==> src/rtl/adc_seq_ctrl.sv <==
module adc_seq_ctrl #(
  parameter int ADDR_W = 2,
  parameter logic [ADDR_W-1:0] STAT_ADDR = 0,
  parameter logic [ADDR_W-1:0] RUN_ADDR = 1
) (
  input  logic              clk,
  input  logic              rst_n,
  input  logic [ADDR_W-1:0] bus_addr,
  input  logic [7:0]        bus_wdata,
  input  logic              bus_wr,
  input  logic              bus_rd,
  output logic [7:0]        bus_rdata,
  output logic [2:0]        conv_ch,
  output logic              conv_start,
  input  logic              conv_done,
  input  logic              xfer_rd,
  input  logic              xfer_dsel,
  output logic              irq
);
  localparam logic [1:0] MD_ONE = 2'b00, MD_SCAN4 = 2'b01, MD_SCAN8 = 2'b10, MD_BAD = 2'b11;

  logic       flag_q, ie_q, start_q, armed_q, busy_q;
  logic [1:0] mode_q;
  logic [2:0] ch_q, cur_q, first_ch;
  logic       is_last;

  wire stat_wr = bus_wr && (bus_addr == STAT_ADDR);
  wire run_wr  = bus_wr && (bus_addr == RUN_ADDR);
  wire stat_rd = bus_rd && (bus_addr == STAT_ADDR);
  wire run_rd  = bus_rd && (bus_addr == RUN_ADDR);
  wire launch  = start_q && !busy_q;
  wire done_ok = conv_done && busy_q;
  wire xclr    = xfer_rd && !xfer_dsel;
  wire wclr    = stat_wr && !bus_wdata[7] && armed_q;

  assign bus_rdata = stat_rd ? {flag_q, ie_q, mode_q, 1'b1, ch_q} :
                     run_rd  ? {7'b0, start_q} : 8'h00;
  assign irq = flag_q && ie_q;

  always_comb begin
    case (mode_q)
      MD_SCAN4: begin first_ch = {ch_q[2], 2'b00}; is_last = (cur_q[1:0] == 2'b11); end
      MD_SCAN8: begin first_ch = 3'd0;             is_last = (cur_q == 3'd7);       end
      default:  begin first_ch = ch_q;             is_last = 1'b1;                  end
    endcase
  end

  always_ff @(posedge clk) begin
    if (!rst_n) begin
      flag_q <= 1'b0; ie_q <= 1'b0; start_q <= 1'b0; armed_q <= 1'b0; busy_q <= 1'b0;
      mode_q <= MD_ONE; ch_q <= '0; cur_q <= '0; conv_ch <= '0; conv_start <= 1'b0;
    end else begin
      conv_start <= launch;
      if (launch) begin
        conv_ch <= cur_q;
        busy_q  <= 1'b1;
      end
      if (done_ok) begin
        busy_q <= 1'b0;
        cur_q  <= is_last ? first_ch : cur_q + 3'd1;
        if (mode_q == MD_ONE) start_q <= 1'b0;
      end
      if (stat_wr) begin
        ie_q <= bus_wdata[6];
        if (!start_q) begin
          ch_q <= bus_wdata[2:0];
          if (bus_wdata[5:4] != MD_BAD) mode_q <= bus_wdata[5:4];
        end
      end
      if (run_wr) begin
        start_q <= bus_wdata[0];
        if (bus_wdata[0] && !start_q) cur_q <= first_ch;
        if (!bus_wdata[0]) busy_q <= 1'b0;
      end
      if (wclr || xclr) armed_q <= 1'b0;
      else if (stat_rd && flag_q) armed_q <= 1'b1;
      if (done_ok && is_last) flag_q <= 1'b1;
      else if (wclr || xclr) flag_q <= 1'b0;
    end
  end
endmodule

==> config.mk <==
export PLATFORM = sky130hd
export DESIGN_NAME = adc_seq_ctrl
export DESIGN_NICKNAME = d
export VERILOG_FILES = /design/src/rtl/adc_seq_ctrl.sv
export SDC_FILE = /design/constraint.sdc
export NUM_CORES = 1
export LEC_CHECK = 0
export ABC_AREA = 0
export BUFFER_PORTS_ARGS = -buffer_cell sky130_fd_sc_hd__buf_2
export CAP_MARGIN = 20
export CORE_MARGIN = 10
export CORE_UTILIZATION = 52
export DETAILED_ROUTE_END_ITERATION = 7
export HOLD_SLACK_MARGIN = 0.05
export PLACE_DENSITY_LB_ADDON = 0.25
export SLEW_MARGIN = 20
export SYNTH_ARGS = -nofsm -noshare
export SYNTH_HDL_FRONTEND = slang
export SYNTH_SLANG_ARGS = --single-unit
==> constraint.sdc <==
create_clock -name clk -period 2.4 [get_ports clk]
set_input_delay 0.24 -clock clk [delete_from_list [all_inputs] [get_ports clk]]
set_output_delay 0.24 -clock clk [all_outputs]
set_load 0.05 [all_outputs]
-- Word-level counts from Yosys, hierarchy flattened
Cells that the tools add are included.
Widths: inputs -> output; s select.
- input bits: 17
- flip-flop bits (word level): 17
- logic and storage cells: 63
- mux-type cells: 17
- bitwise operators: 2
- reductions and logical operators: 27
- eq/ne operators: 6
- $add $sub $neg: 1
- operator list (operator ; number):
    $logic_and 1x1->1 ; 13
    $mux 3 ; 4
    $mux 1 ; 10
    $mux 8 ; 1
    $pmux 3 s2 ; 1
    $reduce_bool 2->1 ; 3
    $eq 2x1->1 const B ; 2
    $eq 2x2->1 const B ; 2
    $logic_not 1->1 ; 4
    $logic_not 2->1 ; 2
    $reduce_and 2->1 ; 2
    $add 3x1->3 const B ; 1
    $eq 3x3->1 const B ; 1
    $reduce_and 3->1 ; 1
    $ne 2x2->1 const B ; 1
    $not 1->1 ; 2
    $pmux 1 s2 ; 1
    $reduce_or 2->1 ; 1
    $logic_or 1x1->1 ; 1

-- Longest topological paths before layout
Gate-level depths: netlist of run 1.
- depth in word-level cells: 7
- mapped depth: 6

-- Worst setup path after synthesis of run 1
Ideal clock, no wire load.
- path kind: register to output
- start: reg mode_q[0]
- end: out bus_rdata[4]
- data required time: 2160 ps
- slack: 666 ps
- arrival time: 1494 ps
- cell stages (with the launch flop): 3
- path buffers: 0
- path through: dfxtp_1 inv_1 nor3_1
- longest elaborated chain between the ends: 1
- RTL lines (item ; RTL line ; text):
    start: declaration ; 23 ; logic [1:0] mode_q;
    start signal: assignment ; 67 ; if (bus_wdata[5:4] != MD_BAD) mode_q <= bus_wdata[5:4];
    $mux 8 ; 36 ; assign bus_rdata = stat_rd ? {flag_q, ie_q, mode_q, 1'b1, ch_q} :
    end: declaration ; 12 ; output logic [7:0] bus_rdata,
No other way between the ends.

-- Worst setup path after layout of run 1
- start: reg cur_q[0]
- end: reg cur_q[2]
- longest elaborated chain between the ends: 6
- elaborated cells between the ends (all ways): 8
- classes of those cells: add/sub (1); eq/ne (2); mux (5)
- RTL lines (item ; RTL line ; text):
    start: declaration ; 24 ; logic [2:0] ch_q, cur_q, first_ch;
    start signal: assignment ; 60 ; cur_q <= is_last ? first_ch : cur_q + 3'd1;
    start signal: assignment ; 72 ; if (bus_wdata[0] && !start_q) cur_q <= first_ch;
    $eq 3x3->1 / $eq 2x2->1 (equally long branches) ; 43, 42 ;
    $pmux 1 s2 ; 41 ; case (mode_q)
    $mux 3 * ; 60 ;
    $mux 3 * ; 58 ; if (done_ok) begin
    $mux 3 ; 72 ;
    $mux 3 * ; 70 ; if (run_wr) begin
Every way passes the cells marked *; elsewhere a longest branch is shown, timed or not.
A chain may end at the register's enable or synchronous reset.

==> results.py, run 1 <==
metrics = {
    "setup_path": {
        "crit_fanout": 4,
        "path_buf_inv": 0,
        "critPathKind": "flip-flop to flip-flop",
        "worstPathArrival_ns": 1.93,
        "crit_family": "compound AO/OA/AOI/OAI gates",
        "required_ns": 2.62,
        "critPathLaunchType": "flip-flop",
        "worstPathCellList": "ha_1, ha_1, a22oi_1, a21oi_1, or3_1, a21oi_1",
        "worstSetupEndpointType": "flip-flop",
        "slowest_stage": "or3_1",
        "critPathMaxStageDelay_ns": 0.39,
    },
    "placed_design": {
        "place_congestion": 0.787,
        "pre_cts_slack_ns": 0.725,
        "placedCellCount": 133,
        "dp.final_hpwl_mm": 1.69,
        "io_buffers": 28,
    },
    "routing": {
        "routedWlPerCell_um": 14.9,
        "wirelength_mm": 2.04,
        "post-route-drc-count": 0,
        "viasPerCell": 5.66,
        "ant_nets": 0,
        "drt-pass1-iter-count": 4,
        "vias": 776,
        "drt-initial-drc-count": 15,
    },
    "synthesis": {
        "synth_edf_count": 0,
        "ys_seq_area_share_pct": 38.0,
        "yosys_warnings": 0,
        "syn-cell-area_um2": 895,
        "syn_inst": 94,
        "ys_ff_latch": 17,
        "avgSynthCellArea_um2": 9.52,
        "synth.distinct_cells": 36,
        "yosys_most_used_dff": "dfxtp_1",
        "synth_nets": 116,
        "async_reset_ff_share_pct": 0,
    },
    "sta": {
        "maxSlewHeadroom_pct": 71.6,
        "fin_setup_tns_ns": 0,
        "clock.fmax_mhz": 586,
        "rsz0062_at_grt": "no",
        "finalClockSkew_ns": 0.0110,
        "fin_ws_ns": 0.692,
        "slew_viol_final": 0,
        "period_needed_ns": 1.71,
        "hold_viol_final": 0,
        "fin_crit_sh_pct": 71.2,
        "worst_pin_slew_ns": 0.425,
        "setup_viol": 0,
    },
    "floorplanning": {
        "row_count": 14,
        "start_util_pct": 57.4,
        "die_w_um": 61.5,
        "die_area_mm2": 0.00378,
        "ioPinCount": 30,
        "coreArea_mm2": 0.00156,
        "die_h_um": 61.5,
    },
    "grt": {
        "grt_pass1_wl_mm": 3.30,
        "track_usage_pct": 12.1,
        "antenna_found_initial": 0,
        "grt_max_degree": 11,
        "grt-ovfl-total": 0,
        "grt_pass1_vias": 767,
    },
    "layout": {
        "fin_util_pct": 66.9,
        "diodes": 0,
        "fin_cells": 137,
        "final_nets": 144,
        "fillers": 128,
        "multi_input_area_um2": 489,
        "seqCellArea_um2": 340,
        "layout-drive-gt1-share_pct": 30.6,
        "areaGrowthSynthToFinish_pct": 16.6,
    },
    "pwr": {
        "power_density_mw_per_mm2": 492,
        "vdd_drop_max_uv": 376,
        "p_leak_nw": 0.493,
        "power.total_w": 0.000514,
    },
    "clock_network": {
        "cts.sinks": 17,
        "cts_resized": 0,
        "numCtsBuffers": 3,
        "clock_path_buffers": 2,
        "path_clk_slew_ns": 0.10,
        "tritoncts": "yes",
        "cts_max_level": 1,
        "root_buffer": "clkbuf_4",
        "cts_hold_repair.buffers": 0,
        "post-cts-setup-buffers": 0,
        "insertion_delay_ns": 0.30,
    },
    "job": {
        "cap_violations": 0,
    },
    "hold_path": {
        "hold_class": "primary input to flip-flop",
    },
    "outcome": {
        "status": "complete, no violations",
    },
}
==> tightest hold or removal path, stage by stage <==
cell and delay [ns]:
buf_2 0.07, mux2i_1 0.05, nor2_1 0.07
==> cells in the final DEF, fill, tap and decap left out, types with 2 or more instances in the layout <==
master	count
a21oi_1	2
and2_1	6
buf_2	28
clkbuf_4	3
dfxtp_1	17
ha_1	5
inv_1	6
mux2i_1	10
nand2b_1	2
nor2_1	11
nor2b_1	3
nor3_1	4
o21ai_0	2
==> path summary, 6_finish.rpt <==
check                           slack [ns]  depth (start not counted)  endpoint          from
worst max register to register        0.69                          6  cur_q[2]      cur_q[0]
worst min register to register        0.50                          2   ch_q[1]       ch_q[1]
worst max-delay path                  0.69                          6  cur_q[2]      cur_q[0]
worst min-delay path                  0.17                          3   ch_q[2]  bus_wdata[2]
==> synthesized netlist by cell type, types with 2 or more instances <==
| cell | number | share of area, % |
|---|---|---|
| a21oi_1 | 2 | 1.1 |
| and2_1 | 6 | 4.2 |
| buf_6 | 2 | 2.5 |
| dfxtp_1 | 17 | 38 |
| ha_1 | 5 | 7.0 |
| inv_1 | 6 | 2.5 |
| mux2i_1 | 10 | 11 |
| nand2b_1 | 2 | 1.4 |
| nor2_1 | 11 | 4.6 |
| nor2b_1 | 3 | 2.1 |
| nor3_1 | 4 | 2.2 |
| o21ai_0 | 2 | 1.1 |
==> logic make-up (layout without fill, tap and decap cells) <==
| kind of cell | count (synthesis) | in the layout | share of synthesized area, % |
|---|---|---|---|
| compound gates | 16 | 16 | 14.0 |
| fa+ha+maj | 5 | 5 | 6.99 |
| buf+inv | 12 | 39 | 7.27 |
| flops | 17 | 17 | 38.0 |
| mux | 11 | 11 | 12.4 |
| simple gates | 33 | 33 | 21.3 |
==> area by class of cell <==
type | count | share of cell area (%)
inverter | 7 | 2.52
timing repair buffer | 28 | 13.4
sequential | 17 | 32.6
multi-input combinational | 65 | 46.9
clock inverter | 1 | 0.480
tap | 16 | 1.92
clock buffer | 3 | 2.16
==> where the power goes <==
part | leakage [nW] | switching [W] | internal (W)
clock | 0.0177 | 0.0000938 | 0.0000622
sequential | 0.138 | 0.00000494 | 0.000289
combinational | 0.338 | 0.0000376 | 0.0000267
total | 0.493 | 0.000136 | 0.000378
==> registers in the layout, summed over array words and instances (netlist names) <==
name	count
armed_q	1
busy_q	1
ch_q	3
conv_ch	3
conv_start	1
cur_q	3
flag_q	1
ie_q	1
mode_q	2
start_q	1
==> layer usage <==
layer  track usage (%)  vias to the layer above  wire length (µm)
met4              6.37                        0                34
met5                 0                        -                 0
met3              4.94                        4               125
li1                  -                      381                 -
met1              11.0                      364               803
met2              22.5                       27              1080
==> per-stage QoR <==
step                      hold slack (ns)  area, µm²
final                               0.172       1040
after global routing                0.172       1040
after CTS                           0.164       1040
after detailed placement            0.481       1020
after global placement              0.447       1020
after floorplan                     0.384        895
(Power assumes the default switching activity.)
==> inputs of run 2 (changes only) <==
--- a/config.mk
+++ b/config.mk
@@ -9,7 +9,7 @@
 export BUFFER_PORTS_ARGS = -buffer_cell sky130_fd_sc_hd__buf_2
 export CAP_MARGIN = 20
 export CORE_MARGIN = 10
-export CORE_UTILIZATION = 52
+export CORE_UTILIZATION = 43
 export DETAILED_ROUTE_END_ITERATION = 7
 export HOLD_SLACK_MARGIN = 0.05
 export PLACE_DENSITY_LB_ADDON = 0.25
==> constraint.sdc (replaced) <==
create_clock -name clk -period 1.44 [get_ports clk]
set_input_delay 0.144 -clock clk [delete_from_list [all_inputs] [get_ports clk]]
set_output_delay 0.144 -clock clk [all_outputs]
set_load 0.05 [all_outputs]
==> results.py, run 2 (synthesis results as in run 1) <==
metrics = {
    "clock_network": {
        "path_clk_slew_ns": 0.10,
        "clock_path_buffers": 2,
        "post-cts-setup-buffers": 0,
        "cts.sinks": 17,
        "cts_hold_repair.buffers": 0,
        "cts_max_level": 1,
        "root_buffer": "clkbuf_4",
        "tritoncts": "yes",
        "numCtsBuffers": 3,
        "insertion_delay_ns": 0.29,
    },
    "layout": {
        "final_cell_mix": "buf_2 (26), dfxtp_1 (13), nor2_1 (11), buf_4 (11), mux2i_1 (10)",
        "final_common_cell": "buf_2",
        "final_nets": 154,
        "diodes": 0,
        "top_regs": "ch_q (3), conv_ch (3), cur_q (3)",
        "areaGrowthSynthToFinish_pct": 35.0,
        "layout-drive-gt1-share_pct": 47.3,
    },
    "routing": {
        "routedWlPerCell_um": 13.6,
        "viasPerCell": 5.08,
        "wirelength_mm": 2.16,
        "vias": 802,
        "post-route-drc-count": 0,
        "drt-initial-drc-count": 19,
        "drt-pass1-iter-count": 4,
        "ant_nets": 0,
    },
    "setup_path": {
        "slowest_stage": "dfxtp_2",
        "crit_family": "compound AO/OA/AOI/OAI gates",
        "critPathMaxStageDelay_ns": 0.35,
        "required_ns": 1.65,
        "critPathKind": "flip-flop to flip-flop",
        "cpMostUsedCell": "ha_4",
        "worstPathCellList": "ha_4, ha_4, a22oi_2, a21oi_2, or3_1, a21oi_1",
        "path_buf_inv": 0,
        "worstPathArrival_ns": 1.67,
        "critPathLaunchType": "flip-flop",
        "worstSetupEndpointType": "flip-flop",
        "crit_fanout": 4,
    },
    "sta": {
        "worst_pin_slew_ns": 0.418,
        "clock.fmax_mhz": 688,
        "maxSlewHeadroom_pct": 72.0,
        "setup_viol": 3,
        "rsz0062_at_grt": "yes",
        "fin_crit_sh_pct": 101,
        "hold_viol_final": 0,
        "finalClockSkew_ns": 0.00648,
        "holdWs_ns": 0.0848,
        "slew_viol_final": 0,
        "fin_ws_ns": -0.0127,
        "period_needed_ns": 1.45,
    },
    "floorplanning": {
        "row_count": 16,
        "ioPinCount": 30,
        "start_util_pct": 45.6,
        "die_h_um": 65.6,
        "coreArea_mm2": 0.00196,
        "die_area_mm2": 0.00430,
        "die_w_um": 65.6,
    },
    "grt": {
        "grt-ovfl-total": 0,
        "grt_max_degree": 11,
        "grt_pass1_wl_mm": 3.48,
        "track_usage_pct": 10.1,
        "grt_pass1_vias": 815,
        "antenna_found_initial": 0,
    },
    "pwr": {
        "comb_power_share_pct": 14.9,
        "power.total_w": 0.000870,
        "p_leak_nw": 0.539,
        "power_frac_seq_pct": 56.4,
        "vdd_drop_max_uv": 544,
        "switching_share_pct": 25.4,
        "intPower_w": 0.000649,
        "p_switching_w": 0.000221,
        "clockPowerShare_pct": 28.7,
        "power_density_mw_per_mm2": 721,
    },
    "placed_design": {
        "pre_cts_slack_ns": -0.0861,
        "io_buffers": 28,
        "place_congestion": 0.789,
        "dp.final_hpwl_mm": 1.75,
    },
    "hold_path": {
        "hold_class": "primary input to flip-flop",
    },
    "outcome": {
        "violations": "negative setup slack",
        "status": "finished, violations left",
    },
    "job": {
        "cap_violations": 0,
    },
}
-- run 2: cell types whose count changed in the layout (fill, tap and decap cells not counted), moves of 2 or more --
| cell | delta |
|---|---|
| buf_2 | -2 |
| buf_4 | +11 |
| dfxtp_1 | -4 |
| dfxtp_2 | +4 |
| ha_1 | -4 |
| ha_2 | +2 |
| ha_4 | +2 |
| nor3_1 | -3 |
| nor3_2 | +3 |
-- run 2: repair_timing --
action	in CTS	in global routing
endpoints found under the setup margin	5	5
pin swaps	3	6
gates resized for setup	6	7
-- run 2: power by group through the flow --
stage                     sequential [W]  combinational, W  clock [W]
after floorplan                 0.000500         0.0000772          0
after global placement          0.000499          0.000123          0
after detailed placement        0.000500          0.000126          0
after CTS                       0.000490          0.000127   0.000261
after global routing            0.000493          0.000142   0.000274
final                           0.000491          0.000130   0.000250
-- run 2: final timing paths --
| check | start | end | slack [ns] | depth (start not counted) |
|---|---|---|---|---|
| setup reg to reg | cur_q[1] | cur_q[2] | -0.01 | 6 |
| hold reg to reg | armed_q | armed_q | 0.47 | 1 |
| setup / recovery | cur_q[1] | cur_q[2] | -0.01 | 6 |
| hold / removal | bus_wdata[6] | ie_q | 0.08 | 3 |
-- run 2: worst reg2reg max path, cell delays in order (launching register included) --
cell,delay [ns]
dfxtp_2,0.35
ha_4,0.17
ha_4,0.15
a22oi_2,0.16
a21oi_2,0.12
or3_1,0.32
a21oi_1,0.12
-- run 2: final cells by class --
type                            count  area (µm²)
Sequential cell                    17         345
Multi-Input combinational cell     65         556
Inverter                            7        26.3
Tap cell                           27        33.8
Clock buffer                        4        26.3
Fill cell                         184         754
Timing Repair Buffer               38         220
-- run 2: stage by stage --
step	std cells	TNS, ns	area [µm²]	utilization, %
2_1_floorplan	94	0	923	-
3_3_place_gp	154	-0.0374	1130	57.8
3_5_place_dp	154	-0.154	1130	57.8
4_1_cts	158	-0.0455	1180	60.3
5_1_grt	158	-0.286	1210	61.5
6_report	158	-0.0331	1210	61.5
-- run 2: routing by layer --
layer  up-vias  GRT usage [%]  routed length (µm)  part of all wire [%]
met1       371           10.2                 861                    40
met5         -              0                   0                     0
met2        25           17.7                1070                    50
met3         4           4.58                 189                   8.8
li1        402              -                   -                     -
met4         0           4.55                  31                   1.4
==> inputs of run 3 (changes only) <==
--- a/config.mk
+++ b/config.mk
@@ -9,7 +9,7 @@
 export BUFFER_PORTS_ARGS = -buffer_cell sky130_fd_sc_hd__buf_2
 export CAP_MARGIN = 20
 export CORE_MARGIN = 10
-export CORE_UTILIZATION = 43
+export CORE_UTILIZATION = 52
 export DETAILED_ROUTE_END_ITERATION = 7
 export HOLD_SLACK_MARGIN = 0.05
 export PLACE_DENSITY_LB_ADDON = 0.25
==> constraint.sdc (replaced) <==
create_clock -name clk -period 1.87 [get_ports clk]
set_input_delay 0.187 -clock clk [delete_from_list [all_inputs] [get_ports clk]]
set_output_delay 0.187 -clock clk [all_outputs]
set_load 0.05 [all_outputs]
==> results.py, run 3 (synthesis results as in run 1) <==
metrics = {
    "outcome": {
        "status": "complete, no violations",
    },
    "layout": {
        "final_cell_mix": "buf_2 (28), dfxtp_1 (17), nor2_1 (11)",
        "top_regs": "ch_q (3), conv_ch (3), cur_q (3)",
        "final_common_cell": "buf_2",
        "diodes": 0,
        "final_nets": 144,
        "fillers": 133,
        "layout-drive-gt1-share_pct": 29.8,
        "areaGrowthSynthToFinish_pct": 16.5,
    },
    "sta": {
        "worst_pin_slew_ns": 0.427,
        "fin_setup_tns_ns": 0,
        "hold_viol_final": 0,
        "finalClockSkew_ns": 0.00286,
        "setup_viol": 0,
        "slew_viol_final": 0,
        "rsz0062_at_grt": "no",
        "period_needed_ns": 1.69,
        "clock.fmax_mhz": 593,
        "maxSlewHeadroom_pct": 71.4,
        "fin_crit_sh_pct": 90.2,
    },
    "routing": {
        "vias": 733,
        "routedWlPerCell_um": 14.5,
        "viasPerCell": 5.35,
        "drt-pass1-iter-count": 4,
        "drt-initial-drc-count": 20,
        "wirelength_mm": 1.98,
        "post-route-drc-count": 0,
        "ant_nets": 0,
    },
    "clock_network": {
        "post-cts-setup-buffers": 0,
        "tritoncts": "yes",
        "cts_max_level": 1,
        "cts_resized": 0,
        "clock_path_buffers": 2,
        "insertion_delay_ns": 0.30,
        "cts.sinks": 17,
        "numCtsBuffers": 3,
        "path_clk_slew_ns": 0.09,
        "cts_hold_repair.buffers": 0,
        "root_buffer": "clkbuf_4",
    },
    "floorplanning": {
        "die_area_mm2": 0.00378,
        "row_count": 14,
        "die_h_um": 61.5,
        "coreArea_mm2": 0.00156,
        "ioPinCount": 30,
        "start_util_pct": 57.4,
        "die_w_um": 61.5,
    },
    "hold_path": {
        "hold_class": "primary input to flip-flop",
    },
    "setup_path": {
        "path_buf_inv": 0,
        "slowest_stage": "or3_1",
        "r2r-start": "cur_q[0]",
        "crit_fanout": 4,
        "critPathLaunchType": "flip-flop",
        "crit_family": "compound AO/OA/AOI/OAI gates",
        "required_ns": 2.10,
        "startpoint": "cur_q[0]",
        "worstPathArrival_ns": 1.91,
        "cp-endpoint": "cur_q[2]",
        "worstPathCellList": "ha_1, ha_1, a22oi_1, a21oi_1, or3_1, a21oi_1",
        "critPathKind": "flip-flop to flip-flop",
        "critPathMaxStageDelay_ns": 0.39,
        "cp_num_cells": 6,
        "reg2reg_slack_ns": 0.18,
        "ff2ff_path_depth": 6,
        "worstSetupEndpointType": "flip-flop",
        "r2r_end": "cur_q[2]",
    },
    "placed_design": {
        "place_congestion": 0.806,
        "dp.final_hpwl_mm": 1.63,
        "io_buffers": 28,
    },
    "job": {
        "cap_violations": 0,
    },
    "pwr": {
        "p_leak_nw": 0.490,
        "power_density_mw_per_mm2": 626,
        "power.total_w": 0.000652,
        "vdd_drop_max_uv": 397,
    },
    "grt": {
        "antenna_found_initial": 0,
        "grt_max_degree": 11,
        "grt_pass1_vias": 714,
        "grt-ovfl-total": 0,
        "track_usage_pct": 11.7,
        "grt_pass1_wl_mm": 3.21,
    },
}
## run 3: cell count changes in the layout (fill, tap and decap cells not counted), sizes merged
cell / before / now
clkbuf: 5 / 4
buf: 37 / 28
## run 3: layout make-up
type / instances / area (µm²) / share of cell area [%]
sequential: 17 / 340 / 32.7
multi-input combinational: 65 / 489 / 46.9
clock buffer: 4 / 26.3 / 2.52
tap: 16 / 20.0 / 1.92
timing repair buffer: 28 / 140 / 13.4
inverter: 7 / 26.3 / 2.52
## run 3: how the worst min path moves through the flow
stage | slack [ns] | depth (start not counted) | start | to
final | 0.11 | 3 | bus_wdata[2] | ch_q[2]
after detailed placement | 0.42 | 3 | bus_wdata[1] | ch_q[1]
after CTS | 0.12 | 3 | bus_wdata[2] | ch_q[2]
after global routing | 0.13 | 3 | bus_wdata[2] | ch_q[2]
after floorplan | 0.33 | 2 | bus_wdata[0] | ch_q[0]
after global placement | 0.41 | 3 | bus_wdata[2] | ch_q[2]
## run 3: metal layers
layer / routed length, µm / up-vias / GRT usage [%]
met1: 797 / 329 / 11.2
met3: 139 / 5 / 5.56
li1: - / 384 / -
met2: 1010 / 15 / 20.9
met5: 0 / - / 0
met4: 36 / 0 / 5.73
## run 3: worst reg2reg max path, stage by stage, from the launching register on
cell     delay (ns)
dfxtp_1        0.35
ha_1           0.22
ha_1           0.18
a22oi_1        0.18
a21oi_1        0.17
or3_1          0.39
a21oi_1        0.14
## run 3: per-stage QoR
step	area, µm²	utilization, %	setup WS [ns]	cells	hold slack [ns]
after detailed placement	1020	65.2	0.211	133	0.423
after floorplan	895	-	0.189	94	0.331
after global placement	1020	65.2	0.245	133	0.415
after global routing	1040	66.9	0.122	137	0.126
final	1040	66.9	0.183	137	0.113
after CTS	1040	66.9	0.186	137	0.117
## run 3: power by group
part           switching, W   total, W  internal, W
Sequential       0.00000616   0.000376     0.000370
Clock              0.000111   0.000194    0.0000833
Combinational     0.0000473  0.0000816    0.0000343
Total              0.000165   0.000652     0.000488
